**src/rtl/tmr_wdt_pkg.sv**
```systemverilog
package tmr_wdt_pkg;

    typedef struct packed {
        logic       ext_src;     // bit 5
        logic       fall_edge;   // bit 4
        logic       psc_to_wdt;  // bit 3
        logic [2:0] ratio_sel;   // bits 2:0
    } mode_t;

    localparam mode_t MODE_POR = '{ext_src: 1'b1, fall_edge: 1'b1,
                                   psc_to_wdt: 1'b1, ratio_sel: 3'b111};

endpackage

```
**src/rtl/pin_edge_sync.sv**
```systemverilog
module pin_edge_sync #(
    parameter int SYNC_STAGES = 2
) (
    input  logic clk,
    input  logic rst_n,
    input  logic pin_i,
    input  logic fall_sel_i,
    output logic edge_o
);
    typedef struct packed {
        logic [SYNC_STAGES:0] sh;
    } st_t;

    st_t st_d, st_q;
    logic cur, prev;

    always_comb begin
        st_d    = st_q;
        st_d.sh = {st_q.sh[SYNC_STAGES-1:0], pin_i};
        cur     = st_q.sh[SYNC_STAGES-1];
        prev    = st_q.sh[SYNC_STAGES];
        edge_o  = fall_sel_i ? (prev & ~cur) : (~prev & cur);
    end

    always_ff @(posedge clk or negedge rst_n) begin
        if (!rst_n) st_q <= '0;
        else        st_q <= st_d;
    end
endmodule

```
**src/rtl/shared_prescaler.sv**
```systemverilog
module shared_prescaler #(
    parameter int PSC_W = 8,
    localparam int SHW  = $clog2(PSC_W + 1)
) (
    input  logic           clk,
    input  logic           rst_n,
    input  logic           clr_i,
    input  logic           evt_i,
    input  logic [SHW-1:0] shift_i,
    output logic           ovf_o
);
    typedef struct packed {
        logic [PSC_W-1:0] cnt;
    } st_t;

    st_t st_d, st_q;
    logic [PSC_W-1:0] nxt;
    logic [PSC_W:0]   one_hot, mask;

    always_comb begin
        st_d    = st_q;
        nxt     = st_q.cnt + PSC_W'(1);
        one_hot = (PSC_W+1)'(1) << shift_i;
        mask    = one_hot - (PSC_W+1)'(1);
        ovf_o   = evt_i & ~clr_i & (({1'b0, nxt} & mask) == '0);
        if (clr_i)      st_d.cnt = '0;
        else if (evt_i) st_d.cnt = nxt;
    end

    always_ff @(posedge clk or negedge rst_n) begin
        if (!rst_n) st_q <= '0;
        else        st_q <= st_d;
    end


    psc_clear_chk: assert property (@(posedge clk) disable iff (!rst_n)
        clr_i |=> st_q.cnt == '0);
endmodule

```
**src/rtl/wdog_core.sv**
```systemverilog
module wdog_core #(
    parameter int WDT_LIMIT = 1024,
    localparam int CW       = $clog2(WDT_LIMIT)
) (
    input  logic clk,
    input  logic rst_n,
    input  logic inc_i,
    input  logic clr_i,
    input  logic sleep_i,
    input  logic mclr_i,
    output logic expire_o,
    output logic rst_o,
    output logic to_o,
    output logic pd_o
);
    typedef struct packed {
        logic [CW-1:0] cnt;
        logic          to;
        logic          pd;
        logic          asleep;
        logic          rst;
    } st_t;

    localparam st_t ST_POR = '{cnt: '0, to: 1'b1, pd: 1'b1, asleep: 1'b0, rst: 1'b0};

    st_t st_d, st_q;

    always_comb begin
        st_d     = st_q;
        st_d.rst = 1'b0;
        expire_o = inc_i & (st_q.cnt == CW'(WDT_LIMIT - 1))
                   & ~clr_i & ~sleep_i & ~mclr_i;
        if (mclr_i) begin
            st_d.cnt    = '0;
            st_d.asleep = 1'b0;
            if (st_q.asleep) begin
                st_d.to = 1'b1;
                st_d.pd = 1'b0;
            end
        end else if (expire_o) begin
            st_d.cnt    = '0;
            st_d.rst    = 1'b1;
            st_d.to     = 1'b0;
            st_d.pd     = ~st_q.asleep;
            st_d.asleep = 1'b0;
        end else if (sleep_i) begin
            st_d.cnt    = '0;
            st_d.to     = 1'b1;
            st_d.pd     = 1'b0;
            st_d.asleep = 1'b1;
        end else if (clr_i) begin
            st_d.cnt = '0;
            st_d.to  = 1'b1;
            st_d.pd  = 1'b1;
        end else if (inc_i) begin
            st_d.cnt = st_q.cnt + CW'(1);
        end
    end

    always_ff @(posedge clk or negedge rst_n) begin
        if (!rst_n) st_q <= ST_POR;
        else        st_q <= st_d;
    end

    assign rst_o = st_q.rst;
    assign to_o  = st_q.to;
    assign pd_o  = st_q.pd;


    wdt_range_chk: assert property (@(posedge clk) disable iff (!rst_n)
        int'(st_q.cnt) < WDT_LIMIT);

    clr_flags_chk: assert property (@(posedge clk) disable iff (!rst_n)
        clr_i && !sleep_i && !mclr_i |=> to_o && pd_o);

    sleep_flags_chk: assert property (@(posedge clk) disable iff (!rst_n)
        sleep_i && !mclr_i |=> to_o && !pd_o);

    mclr_sleep_chk: assert property (@(posedge clk) disable iff (!rst_n)
        mclr_i && st_q.asleep |=> to_o && !pd_o);
endmodule

```
**src/rtl/tmr_wdt_unit.sv**
```systemverilog
module tmr_wdt_unit
    import tmr_wdt_pkg::*;
#(
    parameter int TMR_W       = 8,
    parameter int PSC_W       = 8,
    parameter int WDT_LIMIT   = 1024,
    parameter int SYNC_STAGES = 2,
    localparam int SHW        = $clog2(PSC_W + 1)
) (
    input  logic             clk,
    input  logic             rst_n,
    input  logic             cyc_stb_i,
    input  logic             ext_pin_i,
    input  logic             wdt_tick_i,
    input  logic             mode_we_i,
    input  logic [5:0]       mode_wdata_i,
    input  logic             tmr_we_i,
    input  logic [TMR_W-1:0] tmr_wdata_i,
    input  logic             clrwdt_i,
    input  logic             sleep_i,
    input  logic             mclr_i,
    output logic [TMR_W-1:0] tmr_o,
    output logic             wdt_rst_o,
    output logic             to_o,
    output logic             pd_o
);
    typedef struct packed {
        mode_t            mode;
        logic [TMR_W-1:0] tmr;
    } st_t;

    st_t st_d, st_q;

    logic           pin_evt, src_evt, psc_evt, psc_ovf, psc_clr;
    logic           tmr_inc, wdt_inc, wdt_expire;
    logic [SHW-1:0] psc_shift;

    pin_edge_sync #(.SYNC_STAGES(SYNC_STAGES)) u_sync (
        .clk       (clk),
        .rst_n     (rst_n),
        .pin_i     (ext_pin_i),
        .fall_sel_i(st_q.mode.fall_edge),
        .edge_o    (pin_evt)
    );

    shared_prescaler #(.PSC_W(PSC_W)) u_psc (
        .clk    (clk),
        .rst_n  (rst_n),
        .clr_i  (psc_clr),
        .evt_i  (psc_evt),
        .shift_i(psc_shift),
        .ovf_o  (psc_ovf)
    );

    wdog_core #(.WDT_LIMIT(WDT_LIMIT)) u_wdog (
        .clk     (clk),
        .rst_n   (rst_n),
        .inc_i   (wdt_inc),
        .clr_i   (clrwdt_i),
        .sleep_i (sleep_i),
        .mclr_i  (mclr_i),
        .expire_o(wdt_expire),
        .rst_o   (wdt_rst_o),
        .to_o    (to_o),
        .pd_o    (pd_o)
    );

    always_comb begin
        st_d    = st_q;
        src_evt = st_q.mode.ext_src ? pin_evt : cyc_stb_i;
        if (st_q.mode.psc_to_wdt) begin
            psc_evt   = wdt_tick_i;
            psc_shift = SHW'(st_q.mode.ratio_sel);
            tmr_inc   = src_evt;
            wdt_inc   = psc_ovf;
        end else begin
            psc_evt   = src_evt;
            psc_shift = SHW'(st_q.mode.ratio_sel) + SHW'(1);
            tmr_inc   = psc_ovf;
            wdt_inc   = wdt_tick_i;
        end
        psc_clr = mclr_i
                | (tmr_we_i & ~st_q.mode.psc_to_wdt)
                | ((clrwdt_i | sleep_i) & st_q.mode.psc_to_wdt)
                | (mode_we_i & (mode_wdata_i[3] != st_q.mode.psc_to_wdt));

        if (mclr_i || wdt_expire) st_d.mode = MODE_POR;
        else if (mode_we_i)       st_d.mode = mode_t'(mode_wdata_i);

        if (tmr_we_i)     st_d.tmr = tmr_wdata_i;
        else if (tmr_inc) st_d.tmr = st_q.tmr + TMR_W'(1);
    end

    always_ff @(posedge clk or negedge rst_n) begin
        if (!rst_n) begin
            st_q.mode <= MODE_POR;
            st_q.tmr  <= '0;
        end else begin
            st_q <= st_d;
        end
    end

    assign tmr_o = st_q.tmr;


    tmr_load_chk: assert property (@(posedge clk) disable iff (!rst_n)
        tmr_we_i |=> tmr_o == $past(tmr_wdata_i));

    timeout_mode_chk: assert property (@(posedge clk) disable iff (!rst_n)
        wdt_rst_o |-> st_q.mode == MODE_POR);
endmodule

```
**config.mk**
```make
export PLATFORM = sky130hd
export DESIGN_NAME = tmr_wdt_unit
export DESIGN_NICKNAME = d
export VERILOG_FILES = /design/src/rtl/tmr_wdt_pkg.sv /design/src/rtl/pin_edge_sync.sv /design/src/rtl/shared_prescaler.sv /design/src/rtl/wdog_core.sv /design/src/rtl/tmr_wdt_unit.sv
export SDC_FILE = /design/constraint.sdc
export NUM_CORES = 1
export LEC_CHECK = 0
export BUFFER_PORTS_ARGS = -buffer_cell sky130_fd_sc_hd__buf_2
export CORE_MARGIN = 5
export CORE_UTILIZATION = 45
export CTS_CLUSTER_DIAMETER = 50
export CTS_CLUSTER_SIZE = 8
export DETAILED_ROUTE_END_ITERATION = 7
export PLACE_DENSITY = 0.65
export SLEW_MARGIN = 25
export SYNTH_ARGS = -nofsm -noshare
export SYNTH_HDL_FRONTEND = slang
export SYNTH_HIERARCHICAL = 1
export SYNTH_SLANG_ARGS = --single-unit
```
**constraint.sdc**
```tcl
create_clock -name clk -period 4.4 [get_ports clk]
set_input_delay 0.44 -clock clk [delete_from_list [all_inputs] [get_ports clk]]
set_output_delay 0.44 -clock clk [all_outputs]
set_load 0.01 [all_outputs]
```
# After elaboration in Yosys (flattened, before gate mapping)

Index checks and enable logic that the tools add are counted.

Input bits: 24
Word-level logic and storage cells: 76
Register bits after elaboration: 39

Mux-type cells: 22
Reduce and logical (&&, ||, !) cells: 9
Shifts and indexed selects: 1
Eq/ne operators: 3
Bitwise operators: 24
$add $sub $neg: 5

Operators by type and width:

| cell                                                                     | count |
|---|---|
| 8-bit two-way mux                                                        | 4 |
| 13-bit two-way mux                                                       | 2 |
| 10-bit two-way mux                                                       | 2 |
| 8-bit by 1-bit adder with 8-bit output (second input constant)           | 2 |
| 12-bit two-way mux                                                       | 1 |
| 6-bit two-way mux                                                        | 2 |
| 1-bit bitwise AND                                                        | 11 |
| 10-bit by 1-bit adder with 10-bit output (second input constant)         | 1 |
| 10-bit equality test (second input constant)                             | 1 |
| 8-bit by 9-bit bitwise AND with 9-bit output                             | 1 |
| 9-bit logical NOT                                                        | 1 |
| 1-bit by 4-bit << shifter with 9-bit output (first input constant)       | 1 |
| 9-bit by 1-bit subtractor with 9-bit output (second input constant)      | 1 |
| 1-bit two-way mux                                                        | 8 |
| 1-bit inverter                                                           | 8 |
| 2-bit nonzero test                                                       | 3 |
| 5-bit nonzero test                                                       | 1 |
| 3-bit by 1-bit adder with 4-bit output (second input constant)           | 1 |
| 2-bit two-way mux                                                        | 2 |
| 4-bit two-way mux                                                        | 1 |
| 1-bit OR                                                                 | 4 |
| 4-bit nonzero test                                                       | 1 |
| 3-bit nonzero test                                                       | 1 |
| 2-bit by 1-bit inequality test with 1-bit output (second input constant) | 1 |
| other kinds (3)                                                          | 3 |

# Logic depth before layout (Yosys ltp)

Gate-level depths: netlist of the first run.

Depth in word-level cells: 15
Gate-level depth with buffers: 21

# Hierarchy

The synthesis of the first run kept the hierarchy.

Modules (own cells, without submodules):

| module           | area each (um^2) | times used | seq. area each (um^2) | cells an instance |
|---|---|---|---|---|
| tmr_wdt_unit     | 918.4            | 1          | 357.8                 | 96 |
| wdog_core        | 698.2            | 1          | 352.8                 | 69 |
| shared_prescaler | 684.4            | 1          | 200.2                 | 80 |
| pin_edge_sync    | 97.6             | 1          | 75.1                  | 6 |

# Worst setup path before layout of the first run

OpenSTA, ideal clock, no wires.

Kind: reg-to-reg
From: register, netlist name st_q[11]
To: register u_wdog/st_q[1] in the netlist's numbering
Required time: 4.281 ns
Arrival time: 3.759 ns
Path slack: 0.522 ns
Stages on the path, launching flop included: 19
Cell sequence: dfstp_2 buf_2 buf_2 mux2_2 nor2_1 nand3b_1 ha_1 clkbuf_2 a21o_1 a22oi_1 o22ai_1 a2111oi_2 nand2_1 o21ai_0 buf_4 and4_1 nand4_1 o21a_1 o21ba_1

RTL lines:

| item                   | line            | source |
|---|---|---|
| end signal: assignment | wdog_core.sv:62 | `else st_q <= st_d;` |
| end: declaration       | wdog_core.sv:26 | `st_t st_d, st_q;` |

==> out/qor.txt, run 1 <==
Worst vdd rail ir drop: 0.1585 mV
Switching power: 0.2216 mW
Detailed Place HPWL: 3258 um
Sequential cell area fraction in the yosys report: 0.4111
Core ar.: 5140 sq um
# diodes: 0
Layout cell share with drive strength beyond 1: 0.2482
R2R setup slack: 0.51 ns
Slew margin rel.: 0.4217
Final cell count without fillers: 344
Sw frac: 0.2614
Critical Path Max Stage Delay: 0.77 ns
Clk_lat worst skew: 0.29 ns
Critical Path End Type: flip-flop
CP startpoint kind: flip-flop
Routability Congestion: 0.8115
Synth async-reset ratio: 1.000
Worst Hold End: u_sync/st_q[0]
Die W: 83.01 um
Clk pin slew, worst setup/hold paths: 0.08 ns
CP bufs+invs: 0
Critical-path maximum fanout: 20
Vias in the first global route: 1,741
Initial Util: 0.4667
Pre-CTS WS: 0.3101 ns
DRC marker count from the first detailed-route iteration: 99
CTS Buf Count: 5
Status: complete, no violations
Filler cells: 500
DRT antenna net count: 0
Final Max Tran Viols: 0
Power per cell area: 318.8 nW/um^2
Pin count of the biggest net entering global routing: 40
Initial antenna violation count: 0
P&R area growth vs syn: 10.85%
RR Endpoint: u_wdog/st_q[8]
Clock power frac: 0.376
Root buf cell: clkbuf_8
Clock Path Buffers: 2
I/O pins: 35
Via count: 1,805
Total GRT Usage: 0.1343
Total gr overflow: 0
Mapped Nets: 280
Synthesized flop and latch total: 39
Delay-heaviest family, CP: simple AND/OR/NAND/NOR gates
TritonCTS clock tree: yes
Final Hold Vio Count: 0
Tightest Pin Transition: 0.8674 ns
Std-Cell Rows: 26
Nets@finish: 302
Worst-path cell chain: mux2_2, nor2_1, nand3b_1, ha_1, a21o_1, a22oi_1, o22ai_1, a2111oi_2, nand2_1, o21ai_2, and4_1, nand4_1, nand2_1, nor2_1
Critical path type: reg -> reg
First-pass detailed-route iteration total: 4
Sink Count: 39
Synth warn: 6
Final WL: 4453 um
Hold WC Path Type: in -> reg
Drt drc: 0
Hold Crit Start: ext_pin_i
Die Span Y: 83.01 um
Internal: 0.6261 mW
Final core utilization: 0.5173
Vias per cell: 5.247
Leak: 1.099 nW
Avg Inst Size Synth: 9.556 sq um
Global-route wire length before repair: 7817 um
Power share of the combinational group: 0.155
R2R depth: 14
Setup_tns: 0 ns
Setup violations, final: 0
H-tree levels: 2
Hold Crit Depth: 1
Highest-delay cell along the critical path: dfstp_2
RSZ-0062 raised after global routing: false
Fin Hold WS: 0.2533 ns
Max cap viols: 0
Synth Cell Area: 2399 sq um
Worst Skew: 0.006591 ns
Final worst slack: 0.5083 ns
Placed Instances: 336
Post-Synthesis Cells: 251
Number of synthesized flops with an enable pin: 0
Full die area: 6890 sq um
Crit path time final: 3.892 ns
Predominant post-synthesis flop cell: dfrtp_1
Worst r2r src: st_q[11]
Max Freq: 257.0 MHz
WP data arrival: 4.06 ns
IO buf count: 34
Crit share post-route: 0.8845
Sequential Power Share: 0.470
WL/cell: 12.94 um
CP required: 4.57 ns
Yosys cell types: 52
-- flip-flops by register name (all words and copies together) (netlist names) --
signal        count
u_wdog/st_q      11
u_wdog/to_o       1
u_wdog/pd_o       1
tmr_o             8
u_psc/st_q        8
u_wdog/rst_o      1
st_q              6
u_sync/st_q       3
-- routing by layer --
| layer | GRT usage | up-vias | part of all wire |
|---|---|---|---|
| li1 | - | 916 | - |
| met1 | 0.1870 | 847 | 0.51 |
| met2 | 0.2085 | 37 | 0.43 |
| met3 | 0.02376 | 5 | 0.040 |
| met4 | 0.04903 | 0 | 0.015 |
| met5 | 0 | - | 0 |
-- Yosys cell counts, types with 4 or more instances --
master | count | share of area
nor3_1 | 4 | 0.0083
dfstp_2 | 8 | 0.088
ha_1 | 5 | 0.026
nand2_1 | 23 | 0.036
o21ai_0 | 15 | 0.031
nand3_1 | 8 | 0.017
dfrtp_1 | 31 | 0.32
nand4_1 | 7 | 0.018
a21oi_1 | 10 | 0.021
nor2_1 | 22 | 0.034
xor2_1 | 11 | 0.040
or3_1 | 6 | 0.016
mux2i_1 | 10 | 0.042
buf_4 | 13 | 0.041
xnor2_1 | 14 | 0.051
-- area by class of cell --
type                            instances  area [sq um]  area share
Clock buffer                            6         82.58     0.03106
Clock inverter                          2         38.79     0.01459
Inverter                                3         11.26    0.004235
Multi-Input combinational cell        187          1260      0.4739
Sequential cell                        39         985.9      0.3708
Tap cell                               70         87.58     0.03294
Timing Repair Buffer                   37         192.7     0.07247
-- cell families (layout without fill, tap and decap cells) --
kind of cell	count (synthesis)	after routing	synth area share
compound gates	49	49	0.1356
mux	14	14	0.06521
simple gates	94	94	0.2055
xor+xnor	25	25	0.09129
buf+inv	25	48	0.06520
fa+ha+maj	5	5	0.02608
flops	39	39	0.4111
-- worst register-to-register path: stages, from the launching register on --
cell and delay, ns:
dfstp_2 0.77, mux2_2 0.44, nor2_1 0.22, nand3b_1 0.11
ha_1 0.30, a21o_1 0.20, a22oi_1 0.14, o22ai_1 0.13
a2111oi_2 0.29, nand2_1 0.11, o21ai_2 0.16, and4_1 0.29
nand4_1 0.23, nand2_1 0.30, nor2_1 0.09
-- through the flow --
| step | instance area, sq um | total power, mW |
|---|---|---|
| final | 2659 | 0.8477 |
| after global routing | 2659 | 0.8941 |
| after CTS | 2655 | 0.8622 |
| after detailed placement | 2534 | 0.5371 |
| after global placement | 2534 | 0.5353 |
| after floorplan | 2399 | 0.5057 |
-- how the worst max path moves through the flow --
stage | from | endpoint | slack [ns] | cells past startpoint
finish | st_q[11] | u_wdog/st_q[8] | 0.51 | 14
global route | st_q[11] | st_q[11] | 0.07 | 15
CTS | st_q[11] | u_wdog/st_q[7] | 0.30 | 15
detailed placement | st_q[11] | u_wdog/st_q[7] | 0.31 | 15
global placement | st_q[11] | st_q[11] | 0.46 | 16
floorplan | st_q[11] | u_wdog/st_q[1] | 0.52 | 18
-- cells in the final DEF, fill, tap and decap left out, types with 2 or more instances in the layout --
master	instances
xnor2_1	14
o21a_1	2
dfstp_2	8
mux2_2	2
nor2_1	22
clkbuf_8	6
nand3_2	2
nand3_1	8
a22oi_1	3
nand3b_1	3
nand4_1	7
nand2_1	23
xor2_1	11
buf_4	3
o21ai_2	2
mux2i_1	10
a211oi_1	3
nor2b_1	3
o211ai_1	3
and3_1	3
buf_2	34
o21ai_0	14
o21ai_1	2
a21oi_1	10
or3_1	6
ha_1	5
nand2b_1	3
a21oi_2	2
dfrtp_1	31
and4_1	2
inv_1	3
nor3_1	4
-- repair_timing --
action / 4_1_cts / 5_1_grt
hold buffers: 0 / 0
buffers inserted: 0 / 0
resized for setup: 0 / 2
endpoints found under the setup margin: 0 / 15
-- power groups by stage --
| stage | Clock, mW | Sequential, mW | Combinational (mW) |
|---|---|---|---|
| 4_1_cts | 0.331 | 0.398 | 0.133 |
| 3_5_place_dp | 0 | 0.405 | 0.132 |
| 3_3_place_gp | 0 | 0.405 | 0.131 |
| 5_1_grt | 0.343 | 0.403 | 0.148 |
| 2_1_floorplan | 0 | 0.398 | 0.107 |
| 6_report | 0.318 | 0.398 | 0.131 |
Power figures use the tool's default switching activity.
==> run 2, diff against run 1 <==
Settings changed: ABC_AREA from default to 1.
==> out/qor.txt, run 2 <==
Clk pin slew, worst setup/hold paths: 0.07 ns
Highest-delay cell along the critical path: dfstp_2
Synthesized flop and latch total: 39
Total GRT Usage: 0.1605
Routability Congestion: 0.8307
Avg Inst Size Synth: 7.433 sq um
Sink Count: 39
IO buf count: 34
Yosys cell types: 38
Synth Cell Area: 2520 sq um
Worst-path cell chain: ha_1, nand2_1, o21ai_0, nor2_1, nand2_1, ha_1, inv_1, nand2_1, nand2_1, a21oi_1, nand3_1, nor2_1, nand2_1, nor2_1, nand2_1, nand2_1, nand2_2, nor2_4, nand3_4, or2_1, inv_1, nor2_1, o211ai_1
Full die area: 7196 sq um
Layout cell share with drive strength beyond 1: 0.2114
DRT antenna net count: 0
Final WL: 5293 um
Core ar.: 5473 sq um
H-tree levels: 2
Commonest non-fill, non-tap cell in the layout: nand2_1
Synth area leaders: dfrtp_1 31%, nand2_1 14%, dfstp_2 8.3%
Initial Util: 0.4604
Critical Path End Type: flip-flop
Critical Path Max Stage Delay: 0.56 ns
Drt drc: 0
Via count: 2,170
Max cap viols: 0
Initial antenna violation count: 0
CTS resizes: 0
Hold Buf Count CTS: 0
Commonest cells in the netlist: 96 x nand2_1, 42 x inv_1, 34 x nand3_1
DRC marker count from the first detailed-route iteration: 157
Status: complete, no violations
Nets@finish: 397
Sequential cell area fraction in the yosys report: 0.3913
Most frequent cell after synthesis: nand2_1
Power per cell area: 302.0 nW/um^2
RSZ-0062 raised after global routing: false
Mapped Nets: 368
Reg area: 985.9 sq um
Detailed Place HPWL: 3967 um
P&R area growth vs syn: 10.82%
First-pass detailed-route iteration total: 6
Vias in the first global route: 2,042
Final worst slack: 0.8005 ns
Post-Synthesis Cells: 339
WL/cell: 12.00 um
Clk_lat worst skew: 0.29 ns
Critical-path maximum fanout: 7
Reg with most FFs: u_wdog/st_q
Final cell count without fillers: 441
CP required: 4.60 ns
Max reg flops: 11
Worst vdd rail ir drop: 0.1897 mV
Hold Crit Depth: 1
CP Depth: 23
Synth warn: 6
Root buf cell: clkbuf_8
Pin count of the biggest net entering global routing: 40
Worst Skew: 0.005377 ns
Yosys top cell area share: 0.3078
Pre-CTS WS: 0.8022 ns
Die W: 84.83 um
Critical path type: reg -> reg
CP bufs+invs: 2
Crit-path most repeated cell: nand2_1
Commonest non-fill, non-tap cells in the layout: 96 x nand2_1, 42 x inv_1, 34 x nand3_1, 34 x buf_2
Crit path time final: 3.600 ns
R2R depth: 23
Delay-heaviest family, CP: simple AND/OR/NAND/NOR gates
Max Freq: 277.8 MHz
CP startpoint kind: flip-flop
Setup_tns: 0 ns
Vias per cell: 4.921
Number of synthesized flops with an enable pin: 0
Total gr overflow: 0
Placed Instances: 433
Std-Cell Rows: 27
Total setup buffers inserted after CTS: 0
CTS Buf Count: 5
Die Span Y: 84.83 um
Clock Path Buffers: 2
WP data arrival: 3.80 ns
Setup violations, final: 0
Tightest Pin Transition: 0.8764 ns
I/O pins: 35
TritonCTS clock tree: yes
Global-route wire length before repair: 9528 um
Crit share post-route: 0.8181
Filler cells: 559
Synth async-reset ratio: 1.000
Leak: 1.349 nW
Predominant post-synthesis flop cell: dfrtp_1
# diodes: 0
Hold WC Path Type: in -> reg
Final Max Tran Viols: 0
Post-synth top area cell: dfrtp_1
Multi-input logic area: 1272 sq um
Slew margin rel.: 0.4157
Final Hold Vio Count: 0
==> run 2: changes by cell type after synthesis, moves of 9 or more <==
cell / change
mux2i_1: -9
inv_1: +39
xnor2_1: -13
nand3_1: +26
nand2_1: +73
nor2_1: +9
==> run 2: path summary, 6_finish.rpt <==
| path | slack (ns) | endpoint | startpoint |
|---|---|---|---|
| max in group asynchronous | 3.59 | tmr_o[1] | rst_n |
| min | 0.25 | u_sync/st_q[0] | ext_pin_i |
| max reg2reg | 0.80 | st_q[13] | st_q[8] |
| min in group asynchronous | 0.27 | u_wdog/st_q[9] | rst_n |
| max | 0.80 | st_q[13] | st_q[8] |
| min reg2reg | 0.37 | u_sync/st_q[1] | u_sync/st_q[0] |
==> run 2: worst reg2reg max path, stage by stage (launching register included) <==
cell	delay [ns]
dfstp_2	0.56
ha_1	0.23
nand2_1	0.06
o21ai_0	0.16
nor2_1	0.22
nand2_1	0.10
ha_1	0.28
inv_1	0.03
nand2_1	0.05
nand2_1	0.05
a21oi_1	0.12
nand3_1	0.09
nor2_1	0.09
nand2_1	0.06
nor2_1	0.23
nand2_1	0.09
nand2_1	0.23
nand2_2	0.11
nor2_4	0.11
nand3_4	0.10
or2_1	0.23
inv_1	0.08
nor2_1	0.12
o211ai_1	0.13
==> run 2: power by group <==
group	leakage [nW]	switching [mW]	internal (mW)
combinational	0.805	0.100	0.0616
clock	0.0515	0.126	0.143
sequential	0.493	0.0276	0.385
==> run 2: cells by family after synthesis <==
family	Yosys count	share of synthesized area
compound gates	34	0.08292
xor+xnor	8	0.02781
fa+ha+maj	5	0.02483
buf+inv	57	0.1038
flops	39	0.3913
mux	1	0.003972
simple gates	195	0.3654
==> run 2: metrics by stage <==
stage	instance area, sq um	utilization	hold WS [ns]	power [mW]
4_1_cts	2793	0.5103	0.2454	0.8527
5_1_grt	2793	0.5103	0.2505	0.8992
2_1_floorplan	2520	-	0.1444	0.5428
6_report	2793	0.5103	0.2547	0.8434
3_5_place_dp	2693	0.4920	0.3418	0.5821
3_3_place_gp	2693	0.4920	0.3552	0.5804
==> run 2: area by class of cell <==
cell class	instances	area share
Inverter	45	0.06228
Sequential cell	39	0.3530
Timing Repair Buffer	34	0.06093
Tap cell	72	0.03226
Multi-Input combinational cell	243	0.4556
Clock buffer	8	0.03584
==> run 2: per-layer routing <==
layer  track usage  wire (um)  part of all wire  vias to the layer above
li1              -          -                 -                     1124
met1        0.2229       2551              0.48                      999
met2        0.2591       2480              0.47                       40
met3       0.02524        197             0.037                        7
met4       0.04748         64             0.012                        0
met5             0          0                 0                        -
==> run 3, diff against run 2 <==
Settings changed: ABC_AREA 1 to 0, PLACE_DENSITY 0.65 to 0.68.
Clock period 4.4 ns to 3.15 ns, I/O delays scaled along.
==> out/qor.txt, run 3 (synthesized netlist as in run 1, its figures left out) <==
Root buf cell: clkbuf_8
Clk_lat worst skew: 0.29 ns
Clk pin slew, worst setup/hold paths: 0.08 ns
Critical-path maximum fanout: 6
P&R area growth vs syn: 25.51%
Vias per cell: 5.226
Final cell count without fillers: 372
Initial Util: 0.4667
Drt drc: 0
TritonCTS clock tree: yes
Vias in the first global route: 1,901
Initial antenna violation count: 0
Power per cell area: 374.5 nW/um^2
Leak: 1.264 nW
Routability Congestion: 0.8017
I/O pins: 35
Reg with most FFs: u_wdog/st_q
Final worst slack: -0.2073 ns
WL/cell: 13.62 um
Crit share post-route: 1.066
Final WL: 5068 um
Critical Path End Type: flip-flop
Full die area: 6890 sq um
Layout cell share with drive strength beyond 1: 0.3841
CTS Buf Count: 5
Detailed Place HPWL: 3515 um
Pre-CTS WS: -0.2712 ns
Commonest non-fill, non-tap cell in the layout: buf_2
Worst vdd rail ir drop: 0.2648 mV
Max cap viols: 0
DRC marker count from the first detailed-route iteration: 93
Total gr overflow: 0
Slew margin rel.: 0.4187
Setup violations, final: 25
Final core utilization: 0.5857
Placed Instances: 353
CP startpoint kind: flip-flop
Hold Buf Count CTS: 0
Tightest Pin Transition: 0.8720 ns
Nets@finish: 330
Global-route wire length before repair: 8921 um
Setup_tns: -2.920 ns
DRT antenna net count: 0
# diodes: 0
Std-Cell Rows: 26
Final Hold Vio Count: 0
Max Freq: 297.9 MHz
Critical path type: reg -> reg
Final Max Tran Viols: 0
RSZ-0062 raised after global routing: true
Pwr Total: 1.127 mW
Clock Path Buffers: 2
Pin count of the biggest net entering global routing: 40
First-pass detailed-route iteration total: 4
Status: finished, violations left
Die W: 83.01 um
WP data arrival: 3.54 ns
H-tree levels: 2
Violated checks: setup timing
Crit path time final: 3.357 ns
Via count: 1,944
Die Span Y: 83.01 um
Commonest non-fill, non-tap cells in the layout: 34 x buf_2, 31 x dfrtp_1, 22 x buf_4, 21 x nand2_1, 15 x nor2_1
Hold WC Path Type: in -> reg
Worst Skew: 0.009966 ns
Sink Count: 39
IO buf count: 34
Max reg flops: 11
Total GRT Usage: 0.1535
CP required: 3.34 ns
Core ar.: 5140 sq um
-- run 3: changes by cell type in the layout (fill, tap and decap cells not counted), sizes merged, moves of 6 or more --
cell,delta
buf,+31
inv,-42
mux2i,+10
nand2,-77
nand3,-29
nor2,-19
or3,+6
xnor2,+13
-- run 3: where the power goes --
part | total (mW) | internal [mW] | switching, mW
Clock | 0.331 | 0.155 | 0.176
Combinational | 0.244 | 0.122 | 0.122
Sequential | 0.553 | 0.529 | 0.0245
-- run 3: what timing repair did --
action                                  4_1_cts  5_1_grt
gates resized for setup                      18       21
setup buffers                                 7        4
pin swaps                                     8       13
endpoints found under the setup margin       24       28
-- run 3: path summary, 6_finish.rpt --
check / slack [ns] / cells past startpoint / endpoint / start
hold / removal: 0.13 / 1 / u_sync/st_q[0] / ext_pin_i
setup / recovery: -0.21 / 16 / u_wdog/st_q[1] / st_q[8]
min in group asynchronous: 0.14 / 1 / u_wdog/st_q[11] / rst_n
hold reg to reg: 0.36 / 0 / u_sync/st_q[1] / u_sync/st_q[0]
setup reg to reg: -0.21 / 16 / u_wdog/st_q[1] / st_q[8]
max in group asynchronous: 2.47 / 1 / u_wdog/st_q[7] / rst_n
-- run 3: cell type report --
class,count,area [sq um]
repair buffers,65,436.7
well taps,70,87.58
inverters,3,11.26
fillers,458,2130
flip-flops and latches,39,985.9
clock inverters,2,12.51
clock buffers,6,72.57
multi-input cells,187,1404
-- run 3: metrics by stage --
step / area, sq um / hold slack (ns)
global route: 3010 / 0.1037
finish: 3010 / 0.1262
CTS: 2905 / 0.1137
global placement: 2695 / 0.3387
detailed placement: 2695 / 0.3426
floorplan: 2455 / 0.01941
-- run 3: critical path: stages, from the launching register on --
cell and delay (ns):
dfstp_2 0.57, ha_4 0.20, mux2_4 0.28, nor2_4 0.10
nand3b_1 0.12, ha_4 0.21, a21o_1 0.18, a22oi_2 0.13
o22ai_2 0.11, a2111oi_4 0.31, nand2_1 0.11, o21ai_2 0.08
and4_1 0.24, nand4_1 0.13, buf_6 0.16, o21a_1 0.17
o21ba_1 0.16
-- run 3: metal layers --
metal,GRT usage,part of all wire,vias up
li1,-,-,975
met1,0.2039,0.47,923
met2,0.2500,0.46,38
met3,0.03069,0.041,8
met4,0.05052,0.020,0
met5,0,0,-
